## src/rtl/erase_sched_pkg.sv

```systemverilog
package erase_sched_pkg;

  typedef enum logic [1:0] {
    ST_IDLE   = 2'd0,
    ST_WINDOW = 2'd1,
    ST_ERASE  = 2'd2
  } sched_state_e;

  // Erase duration in ticks: 2^exp milliseconds per queued sector.
  function automatic logic [31:0] erase_ticks(input logic [3:0] exp_n,
                                              input logic [31:0] sectors,
                                              input logic [31:0] ticks_per_ms);
    return ((32'd1 << exp_n) * ticks_per_ms) * sectors;
  endfunction

endpackage

```

## src/rtl/es_countdown.sv

```systemverilog
module es_countdown #(
  parameter int W = 32
) (
  input  logic         clk,
  input  logic         rst_n,
  input  logic         tick,
  input  logic         load,
  input  logic         stop,
  input  logic [W-1:0] load_val,
  output logic [W-1:0] cnt,
  output logic         expire
);
  logic [W-1:0] cnt_q;

  always_ff @(posedge clk) begin
    if (!rst_n)                      cnt_q <= '0;
    else if (stop)                   cnt_q <= '0;
    else if (load)                   cnt_q <= load_val;
    else if (tick && cnt_q != '0)    cnt_q <= cnt_q - 1'b1;
  end

  assign cnt    = cnt_q;
  assign expire = tick && !load && !stop && (cnt_q == W'(1));
endmodule

```

## src/rtl/es_sector_map.sv

```systemverilog
module es_sector_map #(
  parameter int NS = 8,
  localparam int SW = (NS > 1) ? $clog2(NS) : 1
) (
  input  logic          clk,
  input  logic          rst_n,
  input  logic          set_en,
  input  logic [SW-1:0] set_idx,
  input  logic          clr,
  output logic [NS-1:0] map
);
  for (genvar i = 0; i < NS; i++) begin : g_bit
    logic bit_q;
    always_ff @(posedge clk) begin
      if (!rst_n || clr)                        bit_q <= 1'b0;
      else if (set_en && set_idx == SW'(i))     bit_q <= 1'b1;
    end
    assign map[i] = bit_q;
  end
endmodule

```

## src/rtl/erase_sched.sv

```systemverilog
module erase_sched
  import erase_sched_pkg::*;
#(
  parameter int NUM_SECTORS = 8,
  parameter int WINDOW_US   = 50,
  parameter int US_PER_MS   = 1000,
  localparam int SEC_W = (NUM_SECTORS > 1) ? $clog2(NUM_SECTORS) : 1,
  localparam int CNT_W = $clog2(NUM_SECTORS + 1) + 1,
  localparam int TW    = 32
) (
  input  logic                   clk,
  input  logic                   rst_n,
  input  logic                   us_tick,
  input  logic [3:0]             blk_exp,
  input  logic                   cmd_sec_erase,
  input  logic [SEC_W-1:0]       cmd_sec,
  input  logic                   cmd_suspend,
  input  logic                   cmd_resume,
  input  logic                   cmd_chip_erase,
  input  logic                   cmd_prog,
  input  logic [SEC_W-1:0]       prog_sec,
  input  logic                   bypass_active,
  output logic                   dq3,
  output logic                   dq7,
  output logic                   suspended,
  output logic                   erase_done,
  output logic                   read_reset,
  output logic                   bypass_ret,
  output logic                   prog_grant,
  output logic [NUM_SECTORS-1:0] sector_map
);
  localparam logic [CNT_W-1:0] CNT_MAX = '1;

  sched_state_e     state_q, state_d;
  logic [CNT_W-1:0] count_q, count_d;
  logic [TW-1:0]    saved_q, saved_d;
  logic             dq3_q, dq3_d, dq7_q, dq7_d;
  logic             done_q, done_d, rr_q, rr_d, bp_q, bp_d, pg_q, pg_d;

  logic             map_set, map_clr;
  logic             win_load, win_stop, win_exp;
  logic             er_load, er_stop, er_exp;
  logic [TW-1:0]    er_val, er_cnt, win_cnt, full_time;
  logic             susp_mode;

  assign susp_mode = (saved_q != '0);
  assign full_time = erase_ticks(blk_exp, TW'(count_q), TW'(US_PER_MS));

  es_countdown #(.W(TW)) win_i (
    .clk(clk), .rst_n(rst_n), .tick(us_tick), .load(win_load), .stop(win_stop),
    .load_val(TW'(WINDOW_US)), .cnt(win_cnt), .expire(win_exp));

  es_countdown #(.W(TW)) ers_i (
    .clk(clk), .rst_n(rst_n), .tick(us_tick), .load(er_load), .stop(er_stop),
    .load_val(er_val), .cnt(er_cnt), .expire(er_exp));

  es_sector_map #(.NS(NUM_SECTORS)) map_i (
    .clk(clk), .rst_n(rst_n), .set_en(map_set), .set_idx(cmd_sec),
    .clr(map_clr), .map(sector_map));

  always_comb begin
    state_d = state_q;  count_d = count_q;  saved_d = saved_q;
    dq3_d = dq3_q;  dq7_d = dq7_q;
    done_d = 1'b0;  rr_d = 1'b0;  bp_d = 1'b0;  pg_d = 1'b0;
    map_set = 1'b0;  map_clr = 1'b0;
    win_load = 1'b0;  win_stop = 1'b0;
    er_load = 1'b0;  er_stop = 1'b0;  er_val = saved_q;

    case (state_q)
      ST_IDLE: begin
        if (susp_mode) begin
          if (cmd_suspend) begin
            // nested suspend: ignored
          end else if (cmd_resume) begin
            er_load = 1'b1;  er_val = saved_q;  saved_d = '0;
            dq3_d = 1'b1;  dq7_d = 1'b0;  state_d = ST_ERASE;
          end else if (cmd_sec_erase || cmd_chip_erase) begin
            rr_d = 1'b1;
          end else if (cmd_prog) begin
            if (sector_map[prog_sec]) begin
              if (bypass_active) bp_d = 1'b1;
              else               rr_d = 1'b1;
            end else begin
              pg_d = 1'b1;
            end
          end
        end else begin
          if (cmd_suspend) begin
            // nothing to suspend
          end else if (cmd_resume) begin
            rr_d = 1'b1;
          end else if (cmd_sec_erase) begin
            map_set = 1'b1;  win_load = 1'b1;  dq7_d = 1'b0;
            count_d = (count_q == CNT_MAX) ? count_q : count_q + 1'b1;
            state_d = ST_WINDOW;
          end else if (cmd_prog) begin
            pg_d = 1'b1;
          end
        end
      end

      ST_WINDOW: begin
        if (cmd_suspend) begin
          saved_d = full_time;  win_stop = 1'b1;  dq3_d = 1'b0;
          state_d = ST_IDLE;
        end else if (cmd_resume) begin
          rr_d = 1'b1;
        end else if (cmd_sec_erase) begin
          map_set = 1'b1;  win_load = 1'b1;
          count_d = (count_q == CNT_MAX) ? count_q : count_q + 1'b1;
        end else if (cmd_chip_erase || cmd_prog) begin
          rr_d = 1'b1;
        end
        if (win_exp) begin
          er_load = 1'b1;  er_val = full_time;  dq3_d = 1'b1;
          state_d = ST_ERASE;
        end
      end

      ST_ERASE: begin
        if (cmd_suspend) begin
          saved_d = (er_cnt == '0) ? TW'(1) : er_cnt;
          er_stop = 1'b1;  dq3_d = 1'b0;  state_d = ST_IDLE;
        end else if (cmd_resume || cmd_sec_erase || cmd_chip_erase || cmd_prog) begin
          rr_d = 1'b1;
        end
        if (er_exp) begin
          map_clr = 1'b1;  count_d = '0;  dq3_d = 1'b0;  dq7_d = 1'b1;
          done_d = 1'b1;  state_d = ST_IDLE;
        end
      end

      default: state_d = ST_IDLE;
    endcase
  end

  always_ff @(posedge clk) begin
    if (!rst_n) begin
      state_q <= ST_IDLE;  count_q <= '0;  saved_q <= '0;
      dq3_q <= 1'b0;  dq7_q <= 1'b1;
      done_q <= 1'b0;  rr_q <= 1'b0;  bp_q <= 1'b0;  pg_q <= 1'b0;
    end else begin
      state_q <= state_d;  count_q <= count_d;  saved_q <= saved_d;
      dq3_q <= dq3_d;  dq7_q <= dq7_d;
      done_q <= done_d;  rr_q <= rr_d;  bp_q <= bp_d;  pg_q <= pg_d;
    end
  end

  assign dq3        = dq3_q;
  assign dq7        = dq7_q;
  assign suspended  = susp_mode;
  assign erase_done = done_q;
  assign read_reset = rr_q;
  assign bypass_ret = bp_q;
  assign prog_grant = pg_q;
endmodule

```

## config.mk

```make
export PLATFORM = sky130hd
export DESIGN_NAME = erase_sched
export DESIGN_NICKNAME = d
export VERILOG_FILES = /design/src/rtl/erase_sched_pkg.sv /design/src/rtl/es_countdown.sv /design/src/rtl/es_sector_map.sv /design/src/rtl/erase_sched.sv
export SDC_FILE = /design/constraint.sdc
export NUM_CORES = 1
export LEC_CHECK = 0
export BUFFER_PORTS_ARGS = -buffer_cell sky130_fd_sc_hd__buf_2
export CORE_MARGIN = 4
export CORE_UTILIZATION = 34
export CTS_CLUSTER_SIZE = 28
export DETAILED_ROUTE_END_ITERATION = 8
export PLACE_DENSITY = 0.53
export SLEW_MARGIN = 20
export SYNTH_ARGS = -nofsm -noshare
export SYNTH_HDL_FRONTEND = slang
export SYNTH_SLANG_ARGS = --single-unit
```

## constraint.sdc

```tcl
create_clock -name clk -period 10.9 [get_ports clk]
set_input_delay 0.545 -clock clk [delete_from_list [all_inputs] [get_ports clk]]
set_output_delay 0.545 -clock clk [all_outputs]
set_load 0.1 [all_outputs]
```

Word level (Yosys, flattened, before mapping):

Index checks and enable logic that the tools add are counted.

* logic and storage cells: 188
* bits of input ports: 19
* output and inout port bits: 15
* register bits after elaboration: 117

* reductions and logical operators: 47
* order comparisons: 1
* muxes and demuxes: 87
* eq/ne operators: 22
* bitwise operators: 5
* multiply operators: 2
* add/subtract/negate cells: 3
* shifts and indexed selects: 1

Operators with widths (number)
* 32-bit 2-to-1 mux: 10
* 32-bit one-hot mux with 3 select lines: 1
* 32-bit nonzero test: 3
* 32-bit by 1-bit == test with 1-bit output (second input constant): 2
* 32-bit by 1-bit subtractor with 32-bit output (second input constant): 2
* 1-bit 2-to-1 mux: 51
* 32-bit zero test: 1
* 32-bit by 7-bit multiplier with 29-bit output (second input constant): 1
* 1-bit by 4-bit left shift with 32-bit output (first input constant): 1
* 5-bit 2-to-1 mux: 6
* 29-bit by 5-bit multiplier with 29-bit output: 1
* 2-bit 2-to-1 mux: 9
* 1-bit logical AND: 16
* 5-bit one-hot mux with 3 select lines: 1
* 2-bit inequality test (second input constant): 7
* 3-bit == test (second input constant): 4
* 6-bit 2-to-1 mux: 2
* 6-bit AND reduction: 2
* 3-bit inequality test (second input constant): 3
* 4-bit AND reduction: 2
* 8-bit OR reduction: 1
* 3-bit by 2-bit == test with 1-bit output (second input constant): 2
* 1-bit logical OR: 6
* 1-bit one-hot mux with 2 select lines: 3
* other kinds (19): 31

Logic depth before layout (Yosys ltp):

Gate-level depths: netlist of the first run.

* word-level depth: 18
* mapped depth: 38
* depth with buffers taken out: 34

By module:

A second synthesis of the first run with hierarchy kept.

* cell total of the unflattened synthesis: 1839
* area total of the unflattened synthesis: 14639.0 µm²

By module, submodules not included
* erase_sched: times used 1, area an instance 10286.1 µm², cells each 1314, seq. area each 900.9 µm²
* es_countdown: times used 2, area an instance 1989.4 µm², cells each 242, seq. area each 640.6 µm²
* es_sector_map: times used 1, area an instance 374.1 µm², cells each 41, seq. area each 160.2 µm²

Least setup slack after synthesis of the first run:

No wires, ideal clock.

* kind: input port to flip-flop
* start: in blk_exp[2]
* end: reg ers_i.cnt_q[31] (netlist: ers_i.cnt[31])
* data arrival time: 9.334 ns
* required time: 10.781 ns
* path buffers: 3
* slack: 1.447 ns
* setup time: 0.119 ns
* cell stages on the path: 35
* cell sequence: clkbuf_1 or2_2 clkbuf_1 nor3_1 fa_1 fa_1 inv_1 fa_1 fa_1 inv_1 ha_1 a21o_1 a21oi_1 a21oi_1 o31a_1 nor2_1 o21ai_0 xor2_1 and2_1 fa_1 fa_1 inv_1 fa_1 inv_1 ha_1 clkbuf_1 a21oi_1 a21boi_0 a221o_1 and2_1 o31ai_1 a21oi_1 o211ai_1 mux2i_1 o221a_2

* longest elaborated chain between the ends: 6

RTL lines
* start, declared: RTL line erase_sched.sv:14 `input logic [3:0] blk_exp,`
* 1-bit by 4-bit left shift with 32-bit output: RTL line erase_sched_pkg.sv:13 `return ((32'd1 << exp_n) * ticks_per_ms) * sectors;`
* 32-bit by 7-bit multiplier with 29-bit output: RTL line erase_sched_pkg.sv:13
* 29-bit by 5-bit multiplier with 29-bit output: RTL line erase_sched_pkg.sv:13
* 32-bit 2-to-1 mux: RTL line erase_sched.sv:114 `if (win_exp) begin`
* 32-bit 2-to-1 mux
* 32-bit 2-to-1 mux: RTL line es_countdown.sv:18 `else if (load) cnt_q <= load_val;`
* end signal, assigned: RTL line es_countdown.sv:18
* end signal, assigned: RTL line es_countdown.sv:19 `else if (tick && cnt_q != '0) cnt_q <= cnt_q - 1'b1;`
* end, declared: RTL line es_countdown.sv:13 `logic [W-1:0] cnt_q;`

Every way passes these cells.
A chain may end at the register's enable or synchronous reset.

Worst setup path in the final report of the first run:

Same ends and word-level chain as after synthesis.

==> results_dict.tcl, run 1 <==
set metrics [dict create \
    grt_start_max_net_pins 38 \
    max_freq_mhz 101.4 \
    finalCritPeriodShare_pct 90.44 \
    ys.flop_type "dfxtp_1" \
    status "complete, no violations" \
    clkLatencyLatePin_ns 0.42 \
    syn-instance-count 1590 \
    post_cts_buffers 0 \
    grt_usage_pct 17.26 \
    dieArea_um2 40830 \
    grt_pass1_wl_mm 58.82 \
    netlist_top_cells_area "dfxtp_1, fa_1, ha_1" \
    path_max_fanout 11 \
    fin_util_pct 37.76 \
    cts_hold_buf 0 \
    path_class "in -> reg" \
    yosys.area_share.simple_pct 22.15 \
    num_rows 70 \
    synth_compound_area_share_pct 17.48 \
    ff_latch_area_um2 2342 \
    slowest_delay_ns 0.66 \
    synth_xor_xnor_area_share_pct 5.814 \
    ys_types 71 \
    path_common_cell "fa_1" \
    power_density_nw_per_um2 165.9 \
    wl_mm 34.58 \
    fin_nets 1809 \
    skew_ns 0.01286 \
    coreArea_um2 36870 \
    clock_path_buffers 2 \
    syn_area_per_cell_um2 8.053 \
    fill_cells 3792 \
    dpl.hpwl_mm 26.36 \
    cts_max_level 4 \
    num_vias 11150 \
    muxShareOfSynthArea_pct 0.8501 \
    port_buffers 33 \
    finalMaxSlewViolations 0 \
    ant_nets 0 \
    detail_route.wl_per_cell_um 16.53 \
    p_leak_nw 6.544 \
    period_needed_ns 9.858 \
    synthesis.area_um2 12800 \
    drv_cap 0 \
    reg2reg_to "saved_q[21]$_SDFFE_PN0P_" \
    grt_pass1_vias 11250 \
    cp_slowest_cell "nor3_1" \
    cts-root-buf "clkbuf_16" \
    synth_top_family_by_area "adder cells" \
    rr_startpoint "count_q[4]$_SDFFE_PN0P_" \
    antenna_found_initial 0 \
    synth-seq-area-share_pct 18.29 \
    synth-edff-count 0 \
    yosysMostFrequentCell "inv_1" \
    via_per_inst 5.328 \
    yosys_warnings 0 \
    multi_input_area_um2 9489 \
    r2r_cells 15 \
    relSlewSlack_pct 30.39 \
    synthAdderAreaFrac_pct 27.59 \
    synth_largest_area_cell "dfxtp_1" \
    drtPass1Iterations 6 \
    rsz0062_at_grt "no" \
    r2r_slack_ns 4.93 \
    ir_worst_vdd_uv 113.0 \
    max_slew.worst_pin.slew_ns 1.043 \
    cts_buffers 17 \
    drive_gt1_share_pct 6.234 \
    tns_ns 0 \
    synth_top_area_share_pct 18.29 \
    fp.dieW_um 202.1 \
    clock_sinks 117 \
    hold_violations 0 \
    drtIter0Drc 709 \
    grt-ovfl-total 0 \
    ys_top_cells_by_count "inv_1, nor2_1, nand2_1" \
    io_pins 34 \
    worstPathRequired_ns 11.26 \
    critPathLaunchType "input pin" \
    diodes 0 \
    hp-class "in -> reg" \
    crit_end "ers_i.cnt[31]$_SDFFE_PP0P_" \
    gp_congestion 0.8693 \
    worst_setup_path_end_kind "flop" \
    drc 0 \
    die_h_um 202.1 \
    area_growth_syn_to_layout_pct 8.736 \
    initial_utilization_pct 34.73 \
    critPathArrivalTime_ns 10.22 \
    post_cts_resized 0 \
    async_flop_share_pct 0 \
    setup_violations 0 \
    cts_tree "yes" \
    critPathLaunch "blk_exp[2]" \
    yosys_register_bits 117 \
    clk_pin_slew_ns 0.06 \
]
## cell usage in the layout (no fill, tap or decap), drive strengths merged, types with 39 or more instances in the layout
cell type	count
buf	42
and2	73
a21oi	105
ha	100
nand2	124
dfxtp	117
o21ai	52
nor2	160
xnor2	46
xor2	39
inv	177
fa	114
## state kept, by name (all words and copies together), names as in the netlist
register           count
map_i.g_bit.bit_q      8
prog_grant             1
saved_q               32
win_i.cnt             32
count_q                5
dq3                    1
erase_done             1
read_reset             1
dq7                    1
state_q                2
bypass_ret             1
ers_i.cnt             32
## cell type report
cell class	count	area share, %
well taps	504	4.529
flip-flops and latches	117	16.82
clock inverters	14	1.096
inverters	174	4.691
repair buffers	42	1.653
clock buffers	17	3.055
multi-input cells	1224	68.15
## worst min-delay path by stage
stage / startpoint / end / slack (ns) / depth (start not counted)
2_1_floorplan: win_i.cnt[11]$_SDFFE_PP0P_ / win_i.cnt[11]$_SDFFE_PP0P_ / 0.45 / 2
3_3_place_gp: win_i.cnt[15]$_SDFFE_PP0P_ / win_i.cnt[15]$_SDFFE_PP0P_ / 0.46 / 2
3_5_place_dp: win_i.cnt[15]$_SDFFE_PP0P_ / win_i.cnt[15]$_SDFFE_PP0P_ / 0.47 / 2
4_1_cts: cmd_sec[0] / map_i.g_bit[7].bit_q$_SDFFE_PP0P_ / 0.42 / 3
5_1_grt: cmd_sec[0] / map_i.g_bit[7].bit_q$_SDFFE_PP0P_ / 0.43 / 3
6_report: cmd_sec[0] / map_i.g_bit[7].bit_q$_SDFFE_PP0P_ / 0.43 / 3
## metrics by stage
| step | hold slack [ns] | instances | area, um^2 | power, mW | setup WS [ns] |
|---|---|---|---|---|---|
| global placement | 0.4603 | 2060 | 13330 | 1.731 | 0.9345 |
| finish | 0.4293 | 2092 | 13920 | 2.309 | 1.042 |
| floorplan | 0.4480 | 1592 | 12810 | 1.465 | 1.447 |
| CTS | 0.4168 | 2092 | 13920 | 2.306 | 0.9972 |
| detailed placement | 0.4685 | 2061 | 13340 | 1.746 | 0.5965 |
| global route | 0.4286 | 2092 | 13920 | 2.495 | 0.2636 |
## routing by layer
metal  part of all wire [%]  wire length, um  up-vias  global-route usage (%)
li1                       -                -     5415                       -
met1                     49            16910     5395                   25.07
met2                     44            15230      309                   27.58
met3                    5.8             1996       28                   2.567
met4                    1.3              435        0                   3.149
met5                      0                0        -                       0
## where the power goes
part,total (mW),switching (mW),internal [mW],leakage [nW]
clock network,0.556,0.219,0.337,0.273
registers,0.633,0.109,0.524,0.952
logic,1.12,0.729,0.391,5.32
total,2.31,1.06,1.25,6.54
## kinds of logic (layout without fill, tap and decap cells)
logic type,count (synthesis),count (layout)
DFF,117,117
buffers and inverters,251,247
and+or+nand+nor,573,573
AOI/OAI and AO/OA,341,341
xor gates and xnor gates,85,85
other,1,3
muxes,8,8
adders and majority gates,214,214
## critical path, delay by kind of cell
family,cells,cell delay (ns)
multiplexers,1,0.24
adder cells (fa/ha/maj),9,4.30
buffers and inverters,5,0.33
AO/OA/AOI/OAI,12,2.90
XOR/XNOR,1,0.29
AND/OR/NAND/NOR,5,1.57
Note: power is estimated with default switching activity, not from simulation.
==> run 2, diff against run 1 <==
Settings changed: GPL_TIMING_DRIVEN set to 0, PLACE_DENSITY 0.53 to not set.
==> run 2 against run 1 <==
Hold slack lost 0.00097 ns. Register-to-register slack lost 0.44 ns. Largest cell class unchanged. Highest routed layer is now met5. Sequential cell count is the same. Cell count grew 3.2%. Design area grew 2.1%. Critical path depth grew 3. Largest power group unchanged.
==> results_dict.tcl, run 2 (synthesis gave the netlist of run 1 again) <==
set metrics [dict create \
    coreArea_um2 36870 \
    final_common_cell "inv_1" \
    clkLatencyLatePin_ns 0.43 \
    status "complete, no violations" \
    initial_utilization_pct 34.73 \
    path_max_fanout 10 \
    fin_util_pct 38.54 \
    drtPass1Iterations 6 \
    drc 0 \
    drive_gt1_share_pct 6.227 \
    area_growth_syn_to_layout_pct 10.99 \
    worstPathRequired_ns 11.27 \
    grt-ovfl-total 0 \
    max_slew.worst_pin.slew_ns 0.9787 \
    drtIter0Drc 1114 \
    clk_pin_slew_ns 0.06 \
    power_density_nw_per_um2 165.9 \
    dieArea_um2 40830 \
    cts_max_level 4 \
    max_freq_mhz 98.51 \
    cts_buffers 17 \
    cts_hold_buf 0 \
    critPathArrivalTime_ns 10.52 \
    p_leak_nw 6.649 \
    slowest_delay_ns 0.57 \
    rsz0062_at_grt "no" \
    fp.dieW_um 202.1 \
    via_per_inst 5.453 \
    worst_setup_path_end_kind "flop" \
    detail_route.wl_per_cell_um 17.31 \
    grt_pass1_vias 11410 \
    grt_start_max_net_pins 17 \
    path_class "in -> reg" \
    io_pins 34 \
    antenna_found_initial 1 \
    fin_nets 1874 \
    grt_usage_pct 18.25 \
    finalMaxSlewViolations 0 \
    finalCritPeriodShare_pct 93.13 \
    final_cell_mix "inv_1, nor2_1, nand2_1" \
    drv_cap 0 \
    clock_path_buffers 2 \
    num_vias 11770 \
    ant_nets 0 \
    path_common_cell "fa_1" \
    dpl.hpwl_mm 29.13 \
    critPathLaunchType "input pin" \
    num_rows 70 \
    clock_sinks 117 \
    grt_pass1_wl_mm 60.35 \
    die_h_um 202.1 \
    ir_worst_vdd_uv 100.3 \
    period_needed_ns 10.15 \
    relSlewSlack_pct 34.15 \
    setup_violations 0 \
    skew_ns 0.01163 \
    hp-class "in -> reg" \
    hold_violations 0 \
    diodes 0 \
    gp_congestion 0.9454 \
    port_buffers 31 \
    wl_mm 37.35 \
    cts_tree "yes" \
    hold_ws_ns 0.4283 \
    cp_slowest_cell "nor2_1" \
    cts-root-buf "clkbuf_16" \
]
[run 2: cell types whose count changed in the layout (fill, tap and decap cells not counted), moves of 2 or more]
| cell | before | now |
|---|---|---|
| clkbuf_1 | 0 | 61 |
| buf_6 | 0 | 3 |
| inv_6 | 4 | 1 |
| clkinv_4 | 2 | 4 |
[run 2: layout make-up]
| type | instances | area [um^2] |
|---|---|---|
| Buffer | 74 | 332.8 |
| Clock buffer | 18 | 429.2 |
| Clock inverter | 14 | 155.1 |
| Fill cell | 3860 | 22660 |
| Inverter | 174 | 653.1 |
| Multi-Input combinational cell | 1224 | 9502 |
| Sequential cell | 117 | 2342 |
| Tap cell | 504 | 630.6 |
| Timing Repair Buffer | 33 | 167.7 |
[run 2: power breakdown]
part	switching, mW	total (mW)	internal (mW)
Clock	0.224	0.563	0.339
Combinational	0.769	1.17	0.396
Sequential	0.105	0.629	0.524
Total	1.10	2.36	1.26
[run 2: repair_timing]
item                                    4_1_cts  5_1_grt
endpoints found under the setup margin        1        9
gates resized for setup                       1        3
buffers inserted                              0        0
[run 2: final timing paths]
path,start,end,slack [ns],cells after the start
hold reg to reg,win_i.cnt[15]$_SDFFE_PP0P_,win_i.cnt[15]$_SDFFE_PP0P_,0.47,2
hold / removal,cmd_sec[0],map_i.g_bit[5].bit_q$_SDFFE_PP0P_,0.43,3
setup / recovery,blk_exp[1],ers_i.cnt[31]$_SDFFE_PP0P_,0.75,36
setup reg to reg,count_q[4]$_SDFFE_PN0P_,saved_q[28]$_SDFFE_PN0P_,4.49,16
[run 2: worst max-delay path, delay by kind of cell]
| family | cells | cell delay (ns) |
|---|---|---|
| adder cells (fa/ha/maj) | 9 | 3.90 |
| multiplexers | 1 | 0.37 |
| AND/OR/NAND/NOR | 5 | 1.39 |
| AO/OA/AOI/OAI | 12 | 3.00 |
| buffers and inverters | 8 | 0.96 |
| XOR/XNOR | 1 | 0.34 |
[run 2: per-stage QoR]
stage	setup TNS [ns]	area (um^2)	power (mW)	setup slack, ns	cells
global route	0	14210	2.499	0.1237	2158
detailed placement	-1.818	13610	1.766	-0.3958	2128
global placement	-0.7923	13600	1.748	-0.2792	2127
CTS	0	14200	2.336	0.3639	2160
finish	0	14210	2.358	0.7485	2158
floorplan	0	12810	1.465	1.447	1592
[run 2: metal layers]
metal / vias to the layer above / share of wire (%) / GRT usage [%]
met1: 5720 / 45 / 25.09
met3: 76 / 7.9 / 3.658
met2: 440 / 44 / 29.01
li1: 5530 / - / -
met5: - / 0.035 / 0
met4: 2 / 2.8 / 5.688
==> run 3, diff against run 2 <==
Settings changed: CORE_MARGIN 4 to not set, SLEW_MARGIN 20 to 5, SYNTH_HIERARCHICAL set to 1.
==> run 3 against run 2 <==
Area after synthesis is 14% higher. Clock skew down 0.0027 ns. Maximum frequency is 0.78% lower. Non-clock buffer count up 33. Via count is 22% higher. Clock power grew 7.8%. Sequential power fell by 2%. First-iteration DRC count increased by 51%. Critical path type unchanged.
==> results_dict.tcl, run 3 <==
set metrics [dict create \
    drc 0 \
    path_common_cell "fa_1" \
    fill_cells 4346 \
    clock_path_buffers 2 \
    grt_pass1_vias 13800 \
    skew_ns 0.008936 \
    max_freq_mhz 97.74 \
    critPathLaunchType "input pin" \
    finalPower_mw 2.351 \
    cts_max_level 4 \
    max_slew.worst_pin.slew_ns 1.158 \
    io_pins 34 \
    detail_route.wl_per_cell_um 18.23 \
    ys_types 84 \
    final_common_cell "inv_1" \
    status "complete, no violations" \
    hold_start "cmd_chip_erase" \
    combPwrFrac_pct 48.0 \
    hold_violations 0 \
    ys_top_cells_by_count "inv_1, nand2_1, fa_1" \
    num_vias 14350 \
    p_leak_nw 6.826 \
    yosysMostFrequentCell "inv_1" \
    hp-class "in -> reg" \
    drtPass1Iterations 7 \
    dieArea_um2 43890 \
    dpl.hpwl_mm 35.37 \
    synth_top_area_share_pct 16.14 \
    final_cell_mix "inv_1, nand2_1, fa_1" \
    cts_buffers 17 \
    synthesis.area_um2 14640 \
    clkLatencyLatePin_ns 0.42 \
    power_density_nw_per_um2 144.7 \
    antenna_found_initial 1 \
    post_cts_buffers 0 \
    area_growth_syn_to_layout_pct 10.98 \
    slowest_delay_ns 0.99 \
    coreArea_um2 42230 \
    ir_worst_vdd_uv 146.9 \
    num_rows 75 \
    relSlewSlack_pct 21.80 \
    port_buffers 30 \
    clock_sinks 117 \
    drive_gt1_share_pct 6.205 \
    critPathArrivalTime_ns 10.58 \
    initial_utilization_pct 34.67 \
    worst_setup_path_end_kind "flop" \
    netlist_top_cells_area "fa_1, dfxtp_1, ha_1" \
    fp.dieW_um 209.5 \
    ant_nets 0 \
    synth_largest_area_cell "fa_1" \
    yosys_warnings 6 \
    cts_tree "yes" \
    gp_congestion 0.9254 \
    grt_start_max_net_pins 17 \
    clk_pin_slew_ns 0.05 \
    async_flop_share_pct 0 \
    cts-root-buf "clkbuf_16" \
    yosys_register_bits 117 \
    syn_area_per_cell_um2 7.960 \
    p_seq_share_pct 26.2 \
    drv_cap 0 \
    fin_nets 2160 \
    timing.final.ws_setup_ns 0.6685 \
    worst-path-buf-inv 6 \
    grt-ovfl-total 0 \
    via_per_inst 5.802 \
    synth-seq-area-share_pct 16.00 \
    swShare_pct 45.33 \
    internal_power_mw 1.285 \
    grt_usage_pct 21.10 \
    finalMaxSlewViolations 0 \
    cp_slowest_cell "o311ai_0" \
    critPathLaunch "blk_exp[1]" \
    worstPathRequired_ns 11.25 \
    diodes 0 \
    pwr-share-clk_pct 25.8 \
    drtIter0Drc 1685 \
    dp_slack_ns 0.1899 \
    period_needed_ns 10.23 \
    path_class "in -> reg" \
    synth-edff-count 0 \
    setup_violations 0 \
    grt_pass1_wl_mm 74.96 \
    rsz0062_at_grt "no" \
    rr_startpoint "saved_q[8]$_SDFFE_PN0P_" \
    wl_mm 45.09 \
    finalCritPeriodShare_pct 93.87 \
    ys.flop_type "dfxtp_1" \
    critPathTopFamily "adder cells" \
    die_h_um 209.5 \
    final_cells 2473 \
    p_sw_mw 1.066 \
    path_max_fanout 10 \
    syn-instance-count 1839 \
    place_inst 2441 \
]
-- run 3: routing by layer --
metal	vias up	share of wire, %	track usage [%]
li1	6749	-	-
met1	6976	47	30.93
met2	567	44	32.82
met3	55	7.4	3.486
met4	2	1.3	3.549
met5	-	0.024	0
-- run 3: power groups by stage --
stage / logic [mW] / clock network [mW] / registers (mW)
2_1_floorplan: 0.825 / 0 / 0.589
3_3_place_gp: 1.07 / 0 / 0.620
3_5_place_dp: 1.09 / 0 / 0.621
4_1_cts: 1.09 / 0.613 / 0.613
5_1_grt: 1.23 / 0.635 / 0.628
6_report: 1.13 / 0.607 / 0.616
-- run 3: area by class of cell --
type	instances	area (um^2)	share of cell area (%)
inverters	195	732.0	4.505
flip-flops and latches	117	2342	14.42
repair buffers	31	157.7	0.9704
clock inverters	11	173.9	1.070
multi-input cells	1450	11230	69.13
well taps	539	674.4	4.151
clock buffers	21	450.4	2.772
plain buffers	109	484.2	2.980
-- run 3: cells by family (layout without fill, tap and decap cells) --
family / after synthesis / after routing / synth area share, %
and+or+nand+nor: 642 / 642 / 24.29
AOI/OAI and AO/OA: 480 / 480 / 21.50
buffers and inverters: 304 / 367 / 8.308
adders and majority gates: 220 / 220 / 24.85
DFF: 117 / 117 / 16.00
xor gates and xnor gates: 47 / 47 / 2.906
muxes: 27 / 27 / 2.085
other: 2 / 34 / 0.05130
-- run 3: what timing repair did --
item,CTS,global route
resized for setup,0,4
endpoints found under the setup margin,0,1
hold buffers,0,0
hold endpoints to repair,0,0
-- run 3: final timing paths --
path                                                     endpoint  slack (ns)  cells past startpoint
worst max-delay path                   ers_i/cnt[31]$_SDFFE_PP0P_        0.67                     33
worst min-delay path                        bypass_ret$_SDFF_PP0_        0.34                      2
worst max register to register            count_q[2]$_SDFFE_PN0P_        3.12                     23
worst min register to register  map_i/g_bit[2].bit_q$_SDFFE_PP0P_        0.45                      2
-- run 3: through the flow --
stage | util (%) | setup TNS [ns] | cell area, um^2 | hold slack (ns)
6_report | 38.47 | 0 | 16250 | 0.3417
5_1_grt | 38.47 | 0 | 16250 | 0.3438
4_1_cts | 38.41 | 0 | 16220 | 0.3298
3_5_place_dp | 36.94 | 0 | 15600 | 0.4379
3_3_place_gp | 36.90 | -1.667 | 15580 | 0.4365
2_1_floorplan | - | 0 | 14760 | 0.4259
